==> src/rtl/pcm_tsi_pkg.sv <==
package pcm_tsi_pkg;

    localparam int BYTE_W = 8;
    localparam int WORD_W = 16;
    localparam int NPORT  = 2;

    typedef enum logic [1:0] {
        FR_DLY_0   = 2'd0,
        FR_DLY_1   = 2'd1,
        FR_DLY_7   = 2'd2,
        FR_DLY_RSV = 2'd3
    } fr_dly_e;

    // Bit-clock periods between frame sync and position zero
    function automatic logic [3:0] frame_delay(input logic [1:0] code);
        logic [3:0] n;
        case (code)
            FR_DLY_1: n = 4'd1;
            FR_DLY_7: n = 4'd7;
            default:  n = 4'd0;
        endcase
        return n;
    endfunction

endpackage

==> src/rtl/pcm_tsi_timing.sv <==
module pcm_tsi_timing
    import pcm_tsi_pkg::*;
#(
    parameter  int SLOT_W = 7,
    localparam int POS_W  = SLOT_W + 3,
    localparam int RAW_W  = POS_W + 1
) (
    input  logic             clk,
    input  logic             rst_n,
    input  logic             bclk,
    input  logic             fsync,
    input  logic [1:0]       dly_sel,
    output logic             rise_stb,
    output logic             fall_stb,
    output logic             pos_ok,
    output logic [POS_W-1:0] pos
);

    localparam logic [RAW_W-1:0] RAW_MAX = {RAW_W{1'b1}};
    localparam logic [RAW_W-1:0] RAW_ONE = RAW_W'(1);

    typedef struct packed {
        logic             bclk;
        logic             fs;
        logic [RAW_W-1:0] raw;
    } tim_s;

    tim_s             st_d, st_q;
    logic [RAW_W-1:0] cur_raw;
    logic [RAW_W-1:0] dly_w;
    logic [RAW_W-1:0] diff;

    always_comb begin
        st_d      = st_q;
        st_d.bclk = bclk;
        rise_stb  = bclk & ~st_q.bclk;
        fall_stb  = ~bclk & st_q.bclk;
        if (rise_stb) begin
            st_d.fs = fsync;
            if (fsync && !st_q.fs) begin
                st_d.raw = '0;
            end else if (st_q.raw != RAW_MAX) begin
                st_d.raw = st_q.raw + RAW_ONE;
            end
        end
        cur_raw = rise_stb ? st_d.raw : st_q.raw;
        dly_w   = RAW_W'(frame_delay(dly_sel));
        diff    = cur_raw - dly_w;
        pos_ok  = (cur_raw >= dly_w) && !diff[RAW_W-1];
        pos     = diff[POS_W-1:0];
    end

    always_ff @(posedge clk or negedge rst_n) begin
        if (!rst_n) begin
            st_q <= '{bclk: 1'b0, fs: 1'b0, raw: RAW_MAX};
        end else begin
            st_q <= st_d;
        end
    end

    AST_FRAME_RESTART: assert property (@(posedge clk) disable iff (!rst_n)
        (rise_stb && fsync && !st_q.fs) |=> (st_q.raw == '0));

    AST_COUNT_ON_RISE_ONLY: assert property (@(posedge clk) disable iff (!rst_n)
        !rise_stb |=> $stable(st_q.raw));

endmodule

==> src/rtl/pcm_tsi_tx_port.sv <==
module pcm_tsi_tx_port
    import pcm_tsi_pkg::*;
#(
    parameter  int NCH    = 4,
    parameter  int SLOT_W = 7,
    localparam int POS_W  = SLOT_W + 3
) (
    input  logic                    clk,
    input  logic                    rst_n,
    input  logic                    launch,
    input  logic                    pos_ok,
    input  logic [POS_W-1:0]        pos,
    input  logic [NCH-1:0]          route,
    input  logic [NCH-1:0]          pdn,
    input  logic [NCH-1:0]          lin,
    input  logic [NCH*SLOT_W-1:0]   slot_cfg,
    input  logic [NCH*WORD_W-1:0]   word_cfg,
    output logic                    dx,
    output logic                    dx_oe
);

    localparam logic [SLOT_W:0] SLOT_ONE = (SLOT_W + 1)'(1);

    typedef struct packed {
        logic dat;
        logic oe;
    } txo_s;

    txo_s              st_d, st_q;
    logic [NCH-1:0]    hit;
    logic [NCH-1:0]    bitv;
    logic [SLOT_W-1:0] cur_slot;
    logic [2:0]        cur_bit;
    logic              any_hit;
    logic              sel_bit;

    assign cur_slot = pos[POS_W-1:3];
    assign cur_bit  = pos[2:0];

    for (genvar c = 0; c < NCH; c++) begin : g_ch
        logic [SLOT_W-1:0] ts;
        logic [WORD_W-1:0] wd;
        logic              in_first;
        logic              in_second;
        logic [3:0]        idx;

        assign ts        = slot_cfg[c*SLOT_W +: SLOT_W];
        assign wd        = word_cfg[c*WORD_W +: WORD_W];
        assign in_first  = (cur_slot == ts);
        assign in_second = lin[c] && ({1'b0, cur_slot} == ({1'b0, ts} + SLOT_ONE));
        assign idx       = (lin[c] && in_first) ? (4'd15 - {1'b0, cur_bit})
                                                : (4'd7 - {1'b0, cur_bit});
        assign hit[c]    = pos_ok && route[c] && !pdn[c] && (in_first || in_second);
        assign bitv[c]   = wd[idx];
    end

    always_comb begin
        any_hit = 1'b0;
        sel_bit = 1'b0;
        for (int c = NCH - 1; c >= 0; c--) begin
            if (hit[c]) begin
                any_hit = 1'b1;
                sel_bit = bitv[c];
            end
        end
        st_d = st_q;
        if (launch) begin
            st_d.oe  = any_hit;
            st_d.dat = any_hit & sel_bit;
        end
    end

    always_ff @(posedge clk or negedge rst_n) begin
        if (!rst_n) begin
            st_q <= '{dat: 1'b0, oe: 1'b0};
        end else begin
            st_q <= st_d;
        end
    end

    assign dx    = st_q.dat;
    assign dx_oe = st_q.oe;

    AST_TX_EDGE_ONLY: assert property (@(posedge clk) disable iff (!rst_n)
        !launch |=> $stable({dx, dx_oe}));

    AST_TX_PDN_QUIET: assert property (@(posedge clk) disable iff (!rst_n)
        (launch && (&pdn)) |=> !dx_oe);

    AST_TX_UNROUTED_QUIET: assert property (@(posedge clk) disable iff (!rst_n)
        (launch && (route == '0)) |=> !dx_oe);

endmodule

==> src/rtl/pcm_tsi_rx_chan.sv <==
module pcm_tsi_rx_chan
    import pcm_tsi_pkg::*;
#(
    parameter  int SLOT_W = 7,
    localparam int POS_W  = SLOT_W + 3
) (
    input  logic              clk,
    input  logic              rst_n,
    input  logic              sample,
    input  logic              pos_ok,
    input  logic [POS_W-1:0]  pos,
    input  logic              dr_a,
    input  logic              dr_b,
    input  logic              sel_b,
    input  logic              pdn,
    input  logic              lin,
    input  logic [SLOT_W-1:0] slot,
    output logic [WORD_W-1:0] word,
    output logic              valid
);

    localparam logic [SLOT_W:0] SLOT_ONE = (SLOT_W + 1)'(1);

    typedef struct packed {
        logic [WORD_W-2:0] sh;
        logic [WORD_W-1:0] word;
        logic              valid;
    } rxs_s;

    rxs_s              st_d, st_q;
    logic [SLOT_W-1:0] cur_slot;
    logic              in_first;
    logic              in_second;
    logic              take;
    logic              last;
    logic              bit_in;

    assign cur_slot  = pos[POS_W-1:3];
    assign in_first  = (cur_slot == slot);
    assign in_second = lin && ({1'b0, cur_slot} == ({1'b0, slot} + SLOT_ONE));
    assign take      = sample && pos_ok && !pdn && (in_first || in_second);
    assign last      = (pos[2:0] == 3'd7) && (lin ? in_second : in_first);
    assign bit_in    = sel_b ? dr_b : dr_a;

    always_comb begin
        st_d       = st_q;
        st_d.valid = 1'b0;
        if (take) begin
            st_d.sh = {st_q.sh[WORD_W-3:0], bit_in};
            if (last) begin
                st_d.valid = 1'b1;
                if (lin) begin
                    st_d.word = {st_q.sh, bit_in};
                end else begin
                    st_d.word = {{(WORD_W - BYTE_W){1'b0}}, st_q.sh[BYTE_W-2:0], bit_in};
                end
            end
        end
    end

    always_ff @(posedge clk or negedge rst_n) begin
        if (!rst_n) begin
            st_q <= '0;
        end else begin
            st_q <= st_d;
        end
    end

    assign word  = st_q.word;
    assign valid = st_q.valid;

    AST_RX_ONE_SHOT: assert property (@(posedge clk) disable iff (!rst_n)
        valid |=> !valid);

    AST_RX_AFTER_FALL: assert property (@(posedge clk) disable iff (!rst_n)
        valid |-> $past(sample));

    AST_RX_WORD_HOLD: assert property (@(posedge clk) disable iff (!rst_n)
        !valid |-> $stable(word));

    AST_RX_PDN_QUIET: assert property (@(posedge clk) disable iff (!rst_n)
        pdn |=> !valid);

endmodule

==> src/rtl/pcm_tsi.sv <==
module pcm_tsi
    import pcm_tsi_pkg::*;
#(
    parameter int NCH    = 4,
    parameter int SLOT_W = 7
) (
    input  logic                  clk,
    input  logic                  rst_n,
    input  logic                  bclk,
    input  logic                  fsync,
    input  logic [1:0]            cfg_dly,
    input  logic                  cfg_tx_fall,
    input  logic [NCH*SLOT_W-1:0] ch_tx_slot,
    input  logic [NCH*SLOT_W-1:0] ch_rx_slot,
    input  logic [2*NCH-1:0]      ch_route,
    input  logic [NCH-1:0]        ch_rx_b,
    input  logic [NCH-1:0]        ch_pdn,
    input  logic [NCH-1:0]        ch_lin,
    input  logic [NCH*16-1:0]     tx_word,
    output logic                  dx_a,
    output logic                  dx_a_oe,
    output logic                  dx_b,
    output logic                  dx_b_oe,
    input  logic                  dr_a,
    input  logic                  dr_b,
    output logic [NCH*16-1:0]     rx_word,
    output logic [NCH-1:0]        rx_valid
);

    localparam int POS_W = SLOT_W + 3;

    logic             rise_stb;
    logic             fall_stb;
    logic             pos_ok;
    logic [POS_W-1:0] pos;
    logic             launch;
    logic [NPORT-1:0] dx_w;
    logic [NPORT-1:0] oe_w;

    pcm_tsi_timing #(.SLOT_W(SLOT_W)) u_timing (
        .clk      (clk),
        .rst_n    (rst_n),
        .bclk     (bclk),
        .fsync    (fsync),
        .dly_sel  (cfg_dly),
        .rise_stb (rise_stb),
        .fall_stb (fall_stb),
        .pos_ok   (pos_ok),
        .pos      (pos)
    );

    assign launch = cfg_tx_fall ? fall_stb : rise_stb;

    for (genvar p = 0; p < NPORT; p++) begin : g_port
        logic [NCH-1:0] route_p;
        for (genvar c = 0; c < NCH; c++) begin : g_rt
            assign route_p[c] = ch_route[NPORT*c + p];
        end

        pcm_tsi_tx_port #(.NCH(NCH), .SLOT_W(SLOT_W)) u_tx (
            .clk      (clk),
            .rst_n    (rst_n),
            .launch   (launch),
            .pos_ok   (pos_ok),
            .pos      (pos),
            .route    (route_p),
            .pdn      (ch_pdn),
            .lin      (ch_lin),
            .slot_cfg (ch_tx_slot),
            .word_cfg (tx_word),
            .dx       (dx_w[p]),
            .dx_oe    (oe_w[p])
        );
    end

    assign dx_a    = dx_w[0];
    assign dx_a_oe = oe_w[0];
    assign dx_b    = dx_w[1];
    assign dx_b_oe = oe_w[1];

    for (genvar c = 0; c < NCH; c++) begin : g_rx
        pcm_tsi_rx_chan #(.SLOT_W(SLOT_W)) u_rx (
            .clk    (clk),
            .rst_n  (rst_n),
            .sample (fall_stb),
            .pos_ok (pos_ok),
            .pos    (pos),
            .dr_a   (dr_a),
            .dr_b   (dr_b),
            .sel_b  (ch_rx_b[c]),
            .pdn    (ch_pdn[c]),
            .lin    (ch_lin[c]),
            .slot   (ch_rx_slot[c*SLOT_W +: SLOT_W]),
            .word   (rx_word[c*16 +: 16]),
            .valid  (rx_valid[c])
        );
    end

endmodule

==> config.mk <==
export PLATFORM = sky130hd
export DESIGN_NAME = pcm_tsi
export DESIGN_NICKNAME = d
export VERILOG_FILES = /design/src/rtl/pcm_tsi_pkg.sv /design/src/rtl/pcm_tsi_timing.sv /design/src/rtl/pcm_tsi_tx_port.sv /design/src/rtl/pcm_tsi_rx_chan.sv /design/src/rtl/pcm_tsi.sv
export SDC_FILE = /design/constraint.sdc
export NUM_CORES = 1
export LEC_CHECK = 0
export ABC_AREA = 1
export BUFFER_PORTS_ARGS = -buffer_cell sky130_fd_sc_hd__buf_2
export CORE_MARGIN = 10
export CORE_UTILIZATION = 45
export CTS_BUF_LIST = sky130_fd_sc_hd__clkbuf_4 sky130_fd_sc_hd__clkbuf_8
export DETAILED_ROUTE_END_ITERATION = 8
export PLACE_DENSITY = 0.75
export RECOVER_POWER = 100
export SLEW_MARGIN = 15
export SYNTH_ARGS = -nofsm -noshare
export SYNTH_HDL_FRONTEND = slang
export SYNTH_SLANG_ARGS = --single-unit
==> constraint.sdc <==
create_clock -name clk -period 3.6 [get_ports clk]
set_input_delay 0.36 -clock clk [delete_from_list [all_inputs] [get_ports clk]]
set_output_delay 0.36 -clock clk [all_outputs]
set_load 0.005 [all_outputs]
# Word level (Yosys, flattened, before mapping)
# Index checks and enable logic that the tools add are counted.
# classes
add_sub_neg,12
magnitude_cmp,5
eq_ne,20
n_mux,54
bitwise,6
reduce_logical,69
# ops
operator,count
"adder 7 x 1 -> 8 bit, second input constant",8
== test 7 x 8 -> 1 bit,8
two-way mux 16 bit,4
== test 7 bit,8
logical AND 1 bit,51
two-way mux 11 bit,4
two-way mux 1 bit,37
"less-than comparator 4 x 5 -> 1 bit, second input constant",4
binary-select mux 1 bit (select 4 bit),4
two-way mux 4 bit,4
"adder 11 x 1 -> 11 bit, second input constant",1
>= comparator 11 x 3 -> 1 bit,1
"!= test 11 bit, second input constant",1
subtractor 11 x 3 -> 11 bit,1
logical OR 1 bit,8
AND reduction 2 bit,4
logical NOT 1 bit,6
case mux 3 bit (2 select lines),1
AND 1 bit,4
"subtractor 3 x 3 -> 4 bit, first input constant",1
"subtractor 4 x 3 -> 4 bit, first input constant",1
"== test 3 bit, second input constant",1
"== test 2 x 1 -> 1 bit, second input constant",1
"== test 2 bit, second input constant",1
NOT 1 bit,2
# word_totals
regBits,145
inputBits,149
out_inout_bits,72
elab_cells,185

# Logic depth before layout (Yosys ltp)
# logic_depth
ltp_word,16
mapped_depth,34
mapped_depth_nobuf,33

# Modules after synthesis
# From an unflattened synthesis, not the netlist that was laid out.
# hier_totals
hier_cells,2102
hier_area_um2,12724.7
# modules_own_cells
mod,instances,cells_per_inst,area_per_inst_um2,seq_area_each_um2
pcm_tsi_rx_chan,4,238,1785.5,800.8
pcm_tsi_tx_port (g_port[0].u_tx),1,488,2178.3,50.0
pcm_tsi_tx_port (g_port[1].u_tx),1,483,2154.6,50.0
pcm_tsi_timing,1,175,1234.9,339.1
pcm_tsi,1,4,15.0,0.0

# Worst setup path after synthesis
# OpenSTA, ideal clock, no wires.
# synth_path
path_kind,register to register
startpoint,register u_timing.st_q[0] (netlist bit)
endpoint,register g_rx[2].u_rx.st_q (netlist bit g_rx[2].u_rx.word[13])
setup_time_ns,0.117
arrival_time_ns,3.912
required_time_ns,3.483
path_slack_ns,-0.428
path_stages_with_launch,29
path_buffers,2
synth_period_minus_slack_ns,4.028
cell_sequence,dfstp_2 > ha_1 > nand2_2 > nor2_4 > nand3_4 > nand2_1 > inv_1 > nand2_1 > a21oi_1 > ha_1 > nand2_1 > nand2_1 > a31oi_1 > nand3_2 > nor2_4 > nand3_2 > nand2_2 > nand2_4 > buf_4 > xor2_1 > a31oi_1 > nand3_1 > nand2_1 > nand2_2 > nor2_8 > nand2_4 > buf_6 > nand2_1 > nand2_1
# synth_between
elab_chain_cells,12
elab_cells_between_ends,21
cone_classes,2 x add/sub; 1 x order compare; 4 x eq/ne; 5 x mux; 9 x reduce/logical
# synth_lines
item,line,text
start: declaration,pcm_tsi_timing.sv:28,"tim_s st_d, st_q;"
start signal: assignment,pcm_tsi_timing.sv:55,"st_q <= '{bclk: 1'b0, fs: 1'b0, raw: RAW_MAX};"
start signal: assignment,pcm_tsi_timing.sv:57,st_q <= st_d;
adder 11 x 1 -> 11 bit / != test 11 bit (equally long branches),"pcm_tsi_timing.sv:43, pcm_tsi_timing.sv:42",
two-way mux 11 bit,pcm_tsi_timing.sv:42,end else if (st_q.raw != RAW_MAX) begin
two-way mux 11 bit,pcm_tsi_timing.sv:40,if (fsync && !st_q.fs) begin
two-way mux 11 bit,pcm_tsi_timing.sv:38,if (rise_stb) begin
two-way mux 11 bit *,pcm_tsi_timing.sv:46,cur_raw = rise_stb ? st_d.raw : st_q.raw;
"parallel branches: the longest is 6 deep, another holds subtractor 11 x 3 -> 11 bit",-,
AND reduction 2 bit (no source line) *,-,
end signal: assignment,pcm_tsi_rx_chan.sv:65,st_q <= st_d;
end: declaration,pcm_tsi_rx_chan.sv:30,"rxs_s st_d, st_q;"
# Mark *: on every way between the ends.
# A chain may end at the register's enable or synchronous reset.

# Worst setup path in the final report
# layout_path
startpoint,register u_timing.st_q[0] (netlist bit)
endpoint,register g_rx[3].u_rx.st_q (netlist bit g_rx[3].u_rx.word[8])
# layout_between
elab_chain_cells,12
elab_cells_between_ends,21
cone_classes,2 x add/sub; 1 x order compare; 4 x eq/ne; 5 x mux; 9 x reduce/logical
# layout_lines
item,line
adder 11 x 1 -> 11 bit / != test 11 bit (equally long branches),"pcm_tsi_timing.sv:43, pcm_tsi_timing.sv:42"
two-way mux 11 bit,pcm_tsi_timing.sv:42
two-way mux 11 bit,pcm_tsi_timing.sv:40
two-way mux 11 bit,pcm_tsi_timing.sv:38
two-way mux 11 bit *,pcm_tsi_timing.sv:46
"parallel branches: the longest is 6 deep, another holds subtractor 11 x 3 -> 11 bit",-
AND reduction 2 bit (no source line) *,-
end signal: assignment,pcm_tsi_rx_chan.sv:65
end: declaration,pcm_tsi_rx_chan.sv:30
# Marks and branches as above.

==> metrics.yaml <==
num_vias: 10900
routed.top_layer: "met5"
syn-instance-count: 1515
drive_above_1_share_pct: 35.6
coreArea_sq_um: 22800
io_buffers: 220
max_cap_viol_count: 1
critPathSlowestCell: "dfstp_2"
ys_seq_area_share_pct: 34.6
whs_ns: 0.139
grt_pass1_wl_mm: 54.2
ys_types: 51
route.met3.wl_mm: 2.57
post-route-min-period_ns: 4.00
fmax_ghz: 0.250
fin_skew_ns: 0.0138
setup_slack_ns: -0.399
crit_path_end_kind: "flip-flop"
num_rows: 55
required_ns: 4.00
hold_path.class: "in -> reg"
synth_flop_cell: "dfrtp_1"
yosysWarnings: 0
clock-root-buffer: "clkbuf_8"
critPathMaxStageDelay_ns: 0.57
criticalPathCategory: "reg -> reg"
fp.dieH_um: 173
synth-edff-count: 0
dp.final_hpwl_mm: 25.1
netlist.area_leader.share_pct: 31.8
ir_worst_vdd_mv: 0.437
track_usage_pct: 21.7
setup_viol: 132
grt_remaining_overflow: 0
hold_viol: 0
vias_per_cell: 5.07
syn_avg_cell_area_sq_um: 6.95
synth_fa_ha_area_share_pct: 1.73
ios: 221
initial_core_util_pct: 46.1
synth_area_leader_cell: "dfrtp_1"
clockBufferDepth: 2
power_density_nw_per_um2: 549
clk_pin_slew_ns: 0.10
clock-sinks: 145
r2r_slack_ns: -0.40
cts_tree: "done"
die-width_um: 173
drt_first_pass_iters: 5
wire_per_inst_um: 16.0
synth_area_leaders: "dfrtp_1 (32%), nand2_1 (20%), xor2_1 (6.6%)"
area_growth_pct: 37.6
grt_pass1_vias: 10800
worstSetupStartpointType: "flip-flop"
antenna_left: 0
clk_latency_ns: 0.46
drv_slew: 88
totalWireLength_mm: 34.4
min_period_over_period_pct: 111
ys_ff_latch: 145
power_mw: 7.95
grt_max_degree: 88
yosysMostFrequentCell: "nand2_1"
synth-simple-area-share_pct: 36.8
p_leak_nw: 7.80
h-tree-depth: 4
violations: "capacitance limit, slew limit, setup timing"
gp_congestion: 0.928
tightest_slew_ns: 2.09
final_nets: 1984
antenna_found_initial: 10
cp.arrival_ns: 4.40
fin_cells: 2152
synth_compound_area_share_pct: 6.90
synth_area_sq_um: 10500
yosys-top-cells-count: "nand2_1 (571), dfrtp_1 (134), inv_1 (126)"
cts_buffers: 17
synth_xor_area_share_pct: 7.90
drt_iter0_drc: 901
drc_errors: 0
ys_async_sr_fraction_pct: 100
synth_top_family_by_area: "simple AND/OR/NAND/NOR gates"
place_inst: 2053
synth.area.mux_share_pct: 0.0950
rsz0062_at_grt: "true"
crit_fanout: 7
dr_wl_met2_mm: 16.9
synth_fp_nets: 1678
status: "finished, violations left"
slew_headroom_pct: -39.6
wirelength_met1_mm: 14.3
dieArea_sq_um: 29900
==> state kept, by name, summed over array words and instances (netlist names), named ones only <==
register / count
g_rx.u_rx.valid: 4
g_rx.u_rx.st_q: 60
g_port.u_tx.dx: 2
g_port.u_tx.dx_oe: 2
u_timing.st_q: 11
g_rx.u_rx.word: 64
==> cell type report <==
cell class              count  area (sq um)
diodes                      5          12.5
clock buffers              17           234
clock inverters            15           165
fillers                  1998          8360
inverters                 132           546
multi-input cells        1125          6700
flip-flops and latches    145          3640
well taps                 313           392
repair buffers            396          2760
repair inverters            4          45.0
==> metrics by stage <==
stage | util (%) | area (sq um) | TNS (ns) | setup slack, ns
2_1_floorplan | - | 10700 | -26.47 | -0.350
3_3_place_gp | 53.8 | 12300 | -35.60 | -0.454
3_5_place_dp | 53.8 | 12300 | -49.45 | -0.517
4_1_cts | 59.2 | 13500 | -22.89 | -0.238
5_1_grt | 63.4 | 14500 | -67.95 | -0.591
6_report | 63.4 | 14500 | -41.04 | -0.399
==> where the power goes <==
part	leakage, nW	internal [mW]	switching, mW
logic	5.64	2.12	2.69
registers	1.96	1.72	0.0757
clock network	0.208	0.583	0.762
total	7.80	4.43	3.53
==> critical path: cells and delay by family, from the launching register on <==
kind | cells | cell delay [ns]
XOR/XNOR | 1 | 0.13
flip-flops | 1 | 0.57
AND/OR/NAND/NOR | 16 | 1.79
adder cells (fa/ha/maj) | 2 | 0.38
AO/OA/AOI/OAI | 5 | 0.74
buffers and inverters | 2 | 0.33
==> kinds of logic (layout without fill, tap and decap cells) <==
group / count (synthesis) / after routing
simple gates: 887 / 888
buf+inv: 246 / 564
flops: 145 / 145
compound gates: 127 / 127
xor+xnor: 95 / 95
fa+ha+maj: 14 / 14
mux: 1 / 1
other cells: 0 / 5
==> per-layer routing <==
layer  global-route usage, %  vias to the layer above
li1                        -                     5361
met1                    26.1                     5138
met2                    37.3                      358
met3                    6.10                       49
met4                    5.39                       10
met5                       0                        -
==> timing repair <==
action	4_1_cts	5_1_grt
pin swaps	57	73
gates resized for setup	142	244
setup endpoints to repair	132	132
hold endpoints to repair	85	0
hold buffers	1	0
cloned	7	10
setup buffers	26	22
==> path summary, 6_finish.rpt <==
check	from	end	cells after the start
max	u_timing.st_q[0]	g_rx[3].u_rx.word[8]	26
min	bclk	u_timing.st_q[12]	2
max reg2reg	u_timing.st_q[0]	g_rx[3].u_rx.word[8]	26
min reg2reg	g_rx[2].u_rx.word[12]	g_rx[2].u_rx.word[12]	2
max in group asynchronous	rst_n	g_rx[0].u_rx.st_q[29]	3
min in group asynchronous	rst_n	g_rx[3].u_rx.st_q[27]	2
==> placed cells by master (no fill, tap or decap), types with 14 or more instances in the layout <==
| cell type | count |
|---|---|
| buf_2 | 150 |
| buf_4 | 112 |
| buf_6 | 37 |
| clkbuf_1 | 70 |
| clkbuf_8 | 17 |
| dfrtp_1 | 134 |
| inv_1 | 119 |
| nand2_1 | 418 |
| nand2_2 | 121 |
| nand2_4 | 45 |
| nand3_1 | 91 |
| nand3_2 | 24 |
| nand4_1 | 15 |
| nor2_1 | 89 |
| nor2_4 | 14 |
| nor3_1 | 18 |
| o21ai_0 | 38 |
| o21ai_1 | 26 |
| o21ai_2 | 21 |
| xnor2_1 | 14 |
| xor2_1 | 77 |
No activity file was read; power rests on OpenSTA's default activity.
